[config.mk]
export PLATFORM = sky130hd
export DESIGN_NAME = dp_alu
export DESIGN_NICKNAME = d
export VERILOG_FILES = /design/src/rtl/dp_alu_pkg.sv /design/src/rtl/dp_alu_arith.sv /design/src/rtl/dp_alu_logic.sv /design/src/rtl/dp_alu_status.sv /design/src/rtl/dp_alu.sv
export SDC_FILE = /design/constraint.sdc
export NUM_CORES = 1
export LEC_CHECK = 0
export BUFFER_PORTS_ARGS = -buffer_cell sky130_fd_sc_hd__buf_2
export CORE_MARGIN = 2
export CORE_UTILIZATION = 51
export DETAILED_ROUTE_END_ITERATION = 12
export PLACE_DENSITY = 0.75
export SLEW_MARGIN = 20
export SYNTH_ARGS = -nofsm -noshare
export SYNTH_HDL_FRONTEND = slang
export SYNTH_SLANG_ARGS = --single-unit
[constraint.sdc]
create_clock -name clk -period 8.4 [get_ports clk]
set_clock_uncertainty 0.15 [all_clocks]
set_input_delay 0.84 -clock clk [delete_from_list [all_inputs] [get_ports clk]]
set_output_delay 0.84 -clock clk [all_outputs]
set_load 0.01 [all_outputs]
[src/rtl/dp_alu_pkg.sv]
package dp_alu_pkg;

    typedef enum logic [3:0] {
        OP_AND = 4'h0, OP_EOR = 4'h1, OP_SUB = 4'h2, OP_RSB = 4'h3,
        OP_ADD = 4'h4, OP_ADC = 4'h5, OP_SBC = 4'h6, OP_RSC = 4'h7,
        OP_TST = 4'h8, OP_TEQ = 4'h9, OP_CMP = 4'hA, OP_CMN = 4'hB,
        OP_ORR = 4'hC, OP_MOV = 4'hD, OP_BIC = 4'hE, OP_MVN = 4'hF
    } alu_op_e;

    typedef struct packed {
        logic n;
        logic z;
        logic c;
        logic v;
    } nzcv_t;

    typedef enum logic [1:0] {
        CLS_LOGIC = 2'd0,
        CLS_ADD   = 2'd1,
        CLS_SUB   = 2'd2
    } op_class_e;

    typedef struct packed {
        op_class_e cls;
        logic      swap;     // reversed operand order
        logic      use_cf;   // carry-in comes from the stored carry flag
        logic      writes;   // destination register is written
    } op_dec_t;

    function automatic op_dec_t decode_op(input alu_op_e op);
        op_dec_t d;
        d.cls    = CLS_LOGIC;
        d.swap   = 1'b0;
        d.use_cf = 1'b0;
        d.writes = 1'b1;
        unique case (op)
            OP_SUB: d.cls = CLS_SUB;
            OP_RSB: begin d.cls = CLS_SUB; d.swap = 1'b1; end
            OP_SBC: begin d.cls = CLS_SUB; d.use_cf = 1'b1; end
            OP_RSC: begin d.cls = CLS_SUB; d.use_cf = 1'b1; d.swap = 1'b1; end
            OP_CMP: begin d.cls = CLS_SUB; d.writes = 1'b0; end
            OP_ADD: d.cls = CLS_ADD;
            OP_ADC: begin d.cls = CLS_ADD; d.use_cf = 1'b1; end
            OP_CMN: begin d.cls = CLS_ADD; d.writes = 1'b0; end
            OP_TST, OP_TEQ: d.writes = 1'b0;
            default: ;
        endcase
        return d;
    endfunction

endpackage

[src/rtl/dp_alu_arith.sv]
module dp_alu_arith #(
    parameter int W = 32
) (
    input  logic [W-1:0] a,
    input  logic [W-1:0] b,
    input  logic         swap,
    input  logic         is_sub,
    input  logic         use_cf,
    input  logic         cf,
    output logic [W-1:0] sum,
    output logic         cout,
    output logic         ovf
);
    logic [W-1:0] x, y_raw, y;
    logic         cin;
    logic [W:0]   wide;

    always_comb begin
        x     = swap ? b : a;
        y_raw = swap ? a : b;
        y     = is_sub ? ~y_raw : y_raw;
        cin   = use_cf ? cf : is_sub;
        wide  = {1'b0, x} + {1'b0, y} + {{W{1'b0}}, cin};
        sum   = wide[W-1:0];
        cout  = wide[W];
        ovf   = (x[W-1] == y[W-1]) && (sum[W-1] != x[W-1]);
    end
endmodule

[src/rtl/dp_alu_logic.sv]
module dp_alu_logic #(
    parameter int W = 32
) (
    input  dp_alu_pkg::alu_op_e op,
    input  logic [W-1:0]        a,
    input  logic [W-1:0]        b,
    output logic [W-1:0]        res
);
    import dp_alu_pkg::*;

    always_comb begin
        unique case (op)
            OP_AND, OP_TST: res = a & b;
            OP_EOR, OP_TEQ: res = a ^ b;
            OP_ORR:         res = a | b;
            OP_MOV:         res = b;
            OP_BIC:         res = a & ~b;
            OP_MVN:         res = ~b;
            default:        res = '0;
        endcase
    end
endmodule

[src/rtl/dp_alu_status.sv]
module dp_alu_status (
    input  logic              clk,
    input  logic              rst,
    input  logic              load,
    input  dp_alu_pkg::nzcv_t d,
    output dp_alu_pkg::nzcv_t q
);
    always_ff @(posedge clk) begin
        if (rst)       q <= '0;
        else if (load) q <= d;
    end
endmodule

[src/rtl/dp_alu.sv]
module dp_alu #(
    parameter int DATA_W    = 32,
    parameter int IMM_LIMIT = 255
) (
    input  logic              clk,
    input  logic              rst,
    input  logic              valid,
    input  logic [3:0]        op_code,
    input  logic              set_flags,
    input  logic              b_is_imm,
    input  logic [DATA_W-1:0] opnd_a,
    input  logic [DATA_W-1:0] opnd_b,
    output logic [DATA_W-1:0] result,
    output logic              rd_we,
    output logic [3:0]        flags_next,
    output logic [3:0]        flags_q
);
    import dp_alu_pkg::*;

    localparam logic [DATA_W-1:0] IMM_MAX = DATA_W'(IMM_LIMIT);

    alu_op_e           op;
    op_dec_t           dec;
    nzcv_t             cur, nxt;
    logic [DATA_W-1:0] arith_res, logic_res;
    logic              arith_c, arith_v;
    logic              wide_imm;

    assign op  = alu_op_e'(op_code);
    assign dec = decode_op(op);

    dp_alu_arith #(.W(DATA_W)) u_arith (
        .a      (opnd_a),
        .b      (opnd_b),
        .swap   (dec.swap),
        .is_sub (dec.cls == CLS_SUB),
        .use_cf (dec.use_cf),
        .cf     (cur.c),
        .sum    (arith_res),
        .cout   (arith_c),
        .ovf    (arith_v)
    );

    dp_alu_logic #(.W(DATA_W)) u_logic (
        .op  (op),
        .a   (opnd_a),
        .b   (opnd_b),
        .res (logic_res)
    );

    assign wide_imm = b_is_imm && (opnd_b > IMM_MAX);

    always_comb begin
        result = (dec.cls == CLS_LOGIC) ? logic_res : arith_res;
        nxt    = cur;
        if (set_flags) begin
            nxt.n = result[DATA_W-1];
            nxt.z = (result == '0);
            if (dec.cls == CLS_LOGIC) begin
                if (wide_imm) nxt.c = opnd_b[DATA_W-1];
            end else begin
                nxt.c = arith_c;
                nxt.v = arith_v;
            end
        end
    end

    assign rd_we      = valid && dec.writes;
    assign flags_next = nxt;
    assign flags_q    = cur;

    dp_alu_status u_status (
        .clk  (clk),
        .rst  (rst),
        .load (valid && set_flags),
        .d    (nxt),
        .q    (cur)
    );
endmodule

; After elaboration in Yosys (flattened, before gate mapping)
; Index checks and enable logic that the tools add are counted.
[op_classes]
bitwise = 6
mux = 14
add_sub_neg = 2
n_mul = 0
n_eq_ne = 18
n_div = 0
reduce_logical = 14
shift = 0
n_lt_le_gt_ge = 1
[ops]
columns = operator, n
row1 = $pmux 32 s6, 1
row2 = $mux 32, 4
row3 = $and 32x32->32, 2
row4 = $not 32->32, 2
row5 = $add 32x32->33, 1
row6 = $add 33x1->33, 1
row7 = $eq 4x4->1 const B, 8
row8 = $gt 32x8->1 const B, 1
row9 = $logic_not 32->1, 1
row10 = $or 32x32->32, 1
row11 = $xor 32x32->32, 1
row12 = $eq 4x3->1 const B, 4
row13 = $eq 4x2->1 const B, 2
row14 = $mux 1, 7
row15 = $reduce_or 2->1, 3
row16 = $reduce_or 3->1, 2
row17 = $reduce_or 5->1, 1
row18 = $eq 4x1->1 const B, 1
row19 = $logic_and 1x1->1, 4
row20 = $logic_not 4->1, 1
row21 = $mux 4, 1
row22 = $pmux 2 s2, 1
row23 = $reduce_or 4->1, 1
row24 = $eq 2x2->1 const B, 1
row25 = 3 further kinds, 3
[word_totals]
output_inout_bits = 41
latch_bits = 0
wordCells = 59
romBits = 0
mem_bits_rw = 0
regBits = 4
n_memories = 0

; Depth between registers and ports, before layout
[logic_depth]
ltp_word = 12
mapped_depth = 21

; Hierarchy
; A second synthesis with hierarchy kept.
[unflattened]
cells_unflattened = 753
hier_area_um2 = 6218.5
[by_module_without_submodules]
columns = mod, n_inst, cells_each, seq_area_each_um2, area_each_um2
row1 = dp_alu_arith, 1, 354, 0.0, 2812.7
row2 = dp_alu_logic, 1, 294, 0.0, 2519.9
row3 = dp_alu, 1, 92, 0.0, 745.7
row4 = dp_alu_status, 1, 13, 80.1, 140.1

; Worst setup path before layout
; OpenSTA, ideal clock, no wires.
[synth_path]
path_type = input to output
startpoint = in op_code[0]
endpoint = out flags_next[2]
cell_stages = 21
required_ns = 7.410
n_path_buf = 7
setup_slack_ns = 1.526
arrival_ns = 5.884
path_cell_list = buf_2 > clkbuf_1 > clkbuf_1 > clkbuf_1 > nand3_1 > clkbuf_1 > clkbuf_1 > buf_1 > nand2_1 > o21ai_0 > fa_1 > fa_1 > a21o_1 > a21oi_1 > xor2_1 > o221ai_1 > or4_1 > or4_1 > nor4b_2 > nand4_1 > o22ai_1
[synth_between]
elab_chain_cells = 11
[synth_rtl]
columns = element, line_no
row1 = start: declaration, dp_alu.sv:8  ; input logic [3:0] op_code,
row2 = branches (longest 8 deep; another with $add 32x32->33), n/a
row3 = $mux 32 (*), dp_alu.sv:54  ; result = (dec.cls == CLS_LOGIC) ? logic_res : arith_res;
row4 = net result[4], dp_alu.sv:13  ; output logic [DATA_W-1:0] result,
row5 = $logic_not 32->1 (*), dp_alu.sv:58  ; nxt.z = (result == '0);
row6 = $mux 4 (*), dp_alu.sv:56  ; if (set_flags) begin
row7 = end: declaration, dp_alu.sv:15  ; output logic [3:0] flags_next,
; Mark *: on every way through the listed nets, which the timed path passes.

; Final worst setup path
[layout_path]
startpoint = in op_code[0]
endpoint = out flags_next[2]
[layout_between]
elab_chain_cells = 11
[layout_rtl]
columns = element, line_no
row1 = branches (longest 8 deep; another with $add 32x32->33), n/a
row2 = $mux 32 (*), dp_alu.sv:54
row3 = $logic_not 32->1 (*), dp_alu.sv:58
row4 = $mux 4 (*), dp_alu.sv:56
; Every way passes the cells marked *.

==> flow_metrics.tcl <==
set metrics [dict create \
    status "completed" \
    seqCellArea_sq_um 80.1 \
    synth_xor_area_share_pct 6.88 \
    setup_viol 0 \
    synth_top_area_cell "ha_1" \
    arrival_ps 5900 \
    place_inst 1137 \
    yosysSeqAreaShare_pct 1.37 \
    synth_top_family_by_area "compound AO/OA/AOI/OAI gates" \
    multi_input_comb_area_sq_mm 0.00522 \
    r2r_setup_slack_ps 3750 \
    syn_nets 1074 \
    antenna_left 0 \
    drive_above_1_share_pct 14.7 \
    fin_crit_sh_pct 82.0 \
    max_stage_delay_ps 620 \
    clkTransAtPathRegs_ps 30 \
    instances_no_fill 1140 \
    hold_viol_final 0 \
    grt_pass1_wl_um 34600 \
    crit_family "simple AND/OR/NAND/NOR gates" \
    cp-endpoint "flags_next[2]" \
    synth_cell_type_count 76 \
    fmax_mhz 145 \
    largest_register "u_status.q" \
    cp-start-kind "input port" \
    cp_max_fo 31 \
    slew_viol_final 0 \
    cts_num_sinks 4 \
    gr-total-overflow 0 \
    cap_viol_max_count 0 \
    wire_per_inst_um 18.8 \
    synth_warnings 0 \
    cts_tree "done" \
    antenna_found_initial 0 \
    r2r_start "u_status.q[1]$_SDFFE_PP0P_" \
    grt_max_degree 73 \
    nNetsFinal 1137 \
    peakVddDrop_mv 0.141 \
    post_synth.cell_area_avg_sq_um 6.25 \
    path_depth 17 \
    finalSetupTns_ps 0 \
    reg2reg_to "u_status.q[2]$_SDFFE_PP0P_" \
    cts-buffers-inserted 3 \
    ctsResizeCount 0 \
    critical_path_buf_inv_count 4 \
    yosys.area_share.simple_pct 25.9 \
    antennaDiodeCount 0 \
    finish.instance_area_sq_mm 0.00652 \
    ys_top_cells_by_area "ha_1, a21oi_1, o21ai_0" \
    synth_edf_count 0 \
    start_util_pct 51.7 \
    worstHoldStart "u_status.q[3]$_SDFFE_PP0P_" \
    vias_per_cell 6.53 \
    die_h_um 111 \
    die_area_sq_mm 0.0123 \
    cpMaxStageDelayCell "or4_1" \
    min_period_ps 6890 \
    place_area_sq_mm 0.00644 \
    synth-main-ff-cell "dfxtp_1" \
    slew_headroom_pct 28.1 \
    synth_seq_cells 4 \
    coreArea_sq_mm 0.0113 \
    hold_path.class "reg2reg" \
    root_buffer "clkbuf_16" \
    die_w_um 111 \
    numPortBuffers 113 \
    crit_path_start "op_code[0]" \
    required_ps 7410 \
    drtIter0Drc 835 \
    power.leakage_nw 3.11 \
    routed_wl_um 21400 \
    io_pins 114 \
    cp-end-kind "primary output" \
    syn_area_sq_mm 0.00585 \
    largest_reg_flops 4 \
    ctsHtreeMaxLevel 1 \
    async_flop_share_pct 0 \
    cts_hold_buf 0 \
    synthCells 936 \
    clk_path_buf_depth 2 \
    r2r_cells 13 \
    first_pass_iters 5 \
    path_cells "buf_2, nor2_1, buf_4, o21ai_4, buf_4, xnor2_1, ha_1, a21oi_1, o21a_1, o21a_1, o31ai_1, mux2_1, or4_1, nor4_1, nand4_1, o22ai_1, buf_2" \
    post_cts_buffers 0 \
    grt_pass1_vias 6739 \
    grt_use_total_pct 33.5 \
    dp_hpwl_um 16100 \
    power_density_mw_per_mm2 117 \
    rsz0062_at_grt "no" \
    n_fill_cell 1132 \
    reg_top3 "u_status.q x4" \
    muxShareOfSynthArea_pct 2.99 \
    synth-compound-area-share_pct 38.7 \
    clk_latency_ps 220 \
    num_rows 39 \
    syn_to_final_growth_pct 11.3 \
    synth_fa_ha_area_share_pct 14.2 \
    gp_congestion 1.03 \
    worst_pin_slew_ps 1080 \
    crit_type "in2out" \
    yosysTopAreaCellShare_pct 13.5 \
    route.detailed.drc 0 \
    vias 7442 \
]
how the worst min path moves through the flow:
stage	end	cells after the start
after global placement	u_status.q[0]$_SDFFE_PP0P_	2
after detailed placement	u_status.q[0]$_SDFFE_PP0P_	2
after CTS	u_status.q[0]$_SDFFE_PP0P_	2
after floorplan	u_status.q[1]$_SDFFE_PP0P_	2
final	u_status.q[3]$_SDFFE_PP0P_	2
after global routing	u_status.q[3]$_SDFFE_PP0P_	2
cell type report:
| cell class | count | share of cell area [%] |
|---|---|---|
| multi-input combinational | 784 | 80.1 |
| tap | 143 | 2.75 |
| timing repair buffer | 126 | 10.2 |
| clock buffer | 3 | 1.15 |
| inverter | 80 | 4.61 |
| sequential | 4 | 1.23 |
logic make-up after synthesis:
family                     Yosys count
adders and majority gates           65
AOI/OAI and AO/OA                  349
muxes                               17
xor gates and xnor gates            46
and+or+nand+nor                    307
buffers and inverters              148
DFF                                  4
per-layer routing:
layer,part of all wire [%],GRT usage [%],up-vias
met4,3.7,12.8,0
met3,9.7,4.59,55
met5,0,0,-
met2,43,51.7,410
li1,-,-,3582
met1,44,47.3,3395
cells in the final DEF (no fill, tap or decap), types with 13 or more instances in the layout:
| cell type | count |
|---|---|
| buf_2 | 113 |
| nand2_1 | 105 |
| a21oi_1 | 100 |
| o21ai_0 | 82 |
| inv_1 | 79 |
| ha_1 | 63 |
| nor2_1 | 53 |
| xor2_1 | 33 |
| nor3_1 | 32 |
| a211oi_1 | 19 |
| a21o_1 | 18 |
| nand3_1 | 16 |
| o21a_1 | 13 |
| nand4_1 | 13 |
| a211o_1 | 13 |
| mux2i_1 | 13 |
| xnor2_1 | 13 |
| nor4_1 | 13 |
| buf_4 | 13 |
metrics by stage:
stage / worst slack [ps] / util, % / hold WS [ps] / power, mW
after floorplan: 1530 / - / 315 / 0.477
after global placement: 1720 / 56.9 / 345 / 0.660
after detailed placement: 1680 / 56.9 / 357 / 0.665
after CTS: 1670 / 57.5 / 361 / 0.744
after global routing: 1320 / 57.5 / 390 / 0.827
final: 1510 / 57.5 / 361 / 0.760
synth_stat cells (3+ instances only):
cell and number:
o32a_1 3, or4_1 8, nand4_1 13, o2111ai_1 3, and3_1 11, a21oi_1 100
buf_2 9, or2_2 4, a22oi_1 4, nor2b_1 10, a221oi_1 9, a211oi_1 19
buf_1 8, nand3_1 17, and4_1 5, o211ai_1 11, o21a_1 13, xor2_1 33
ha_1 63, mux2i_1 13, o32ai_1 5, a21o_1 18, a31o_2 3, o22ai_1 10
a31oi_1 8, xnor2_1 13, inv_1 79, or3_1 3, a221o_1 4, o221ai_1 3
nand3b_1 6, nand2_1 105, mux2_2 3, nor3_1 32, o31ai_1 9, and2_1 5
dfxtp_1 4, a32oi_1 5, nor3b_1 6, o21ai_0 82, clkbuf_1 47, nor2_1 54
a211o_1 13, nor4_1 13, nand2b_1 10
tightest hold or removal path, cell delays in order, from the launching register on:
cell and delay [ps]:
dfxtp_1 310, nor2_1 100, a211oi_1 50
power breakdown:
| part | switching [mW] | internal (mW) |
|---|---|---|
| clock | 0.0134 | 0.0608 |
| sequential | 0.000762 | 0.0200 |
| combinational | 0.412 | 0.253 |
Power figures use the tool's default switching activity.
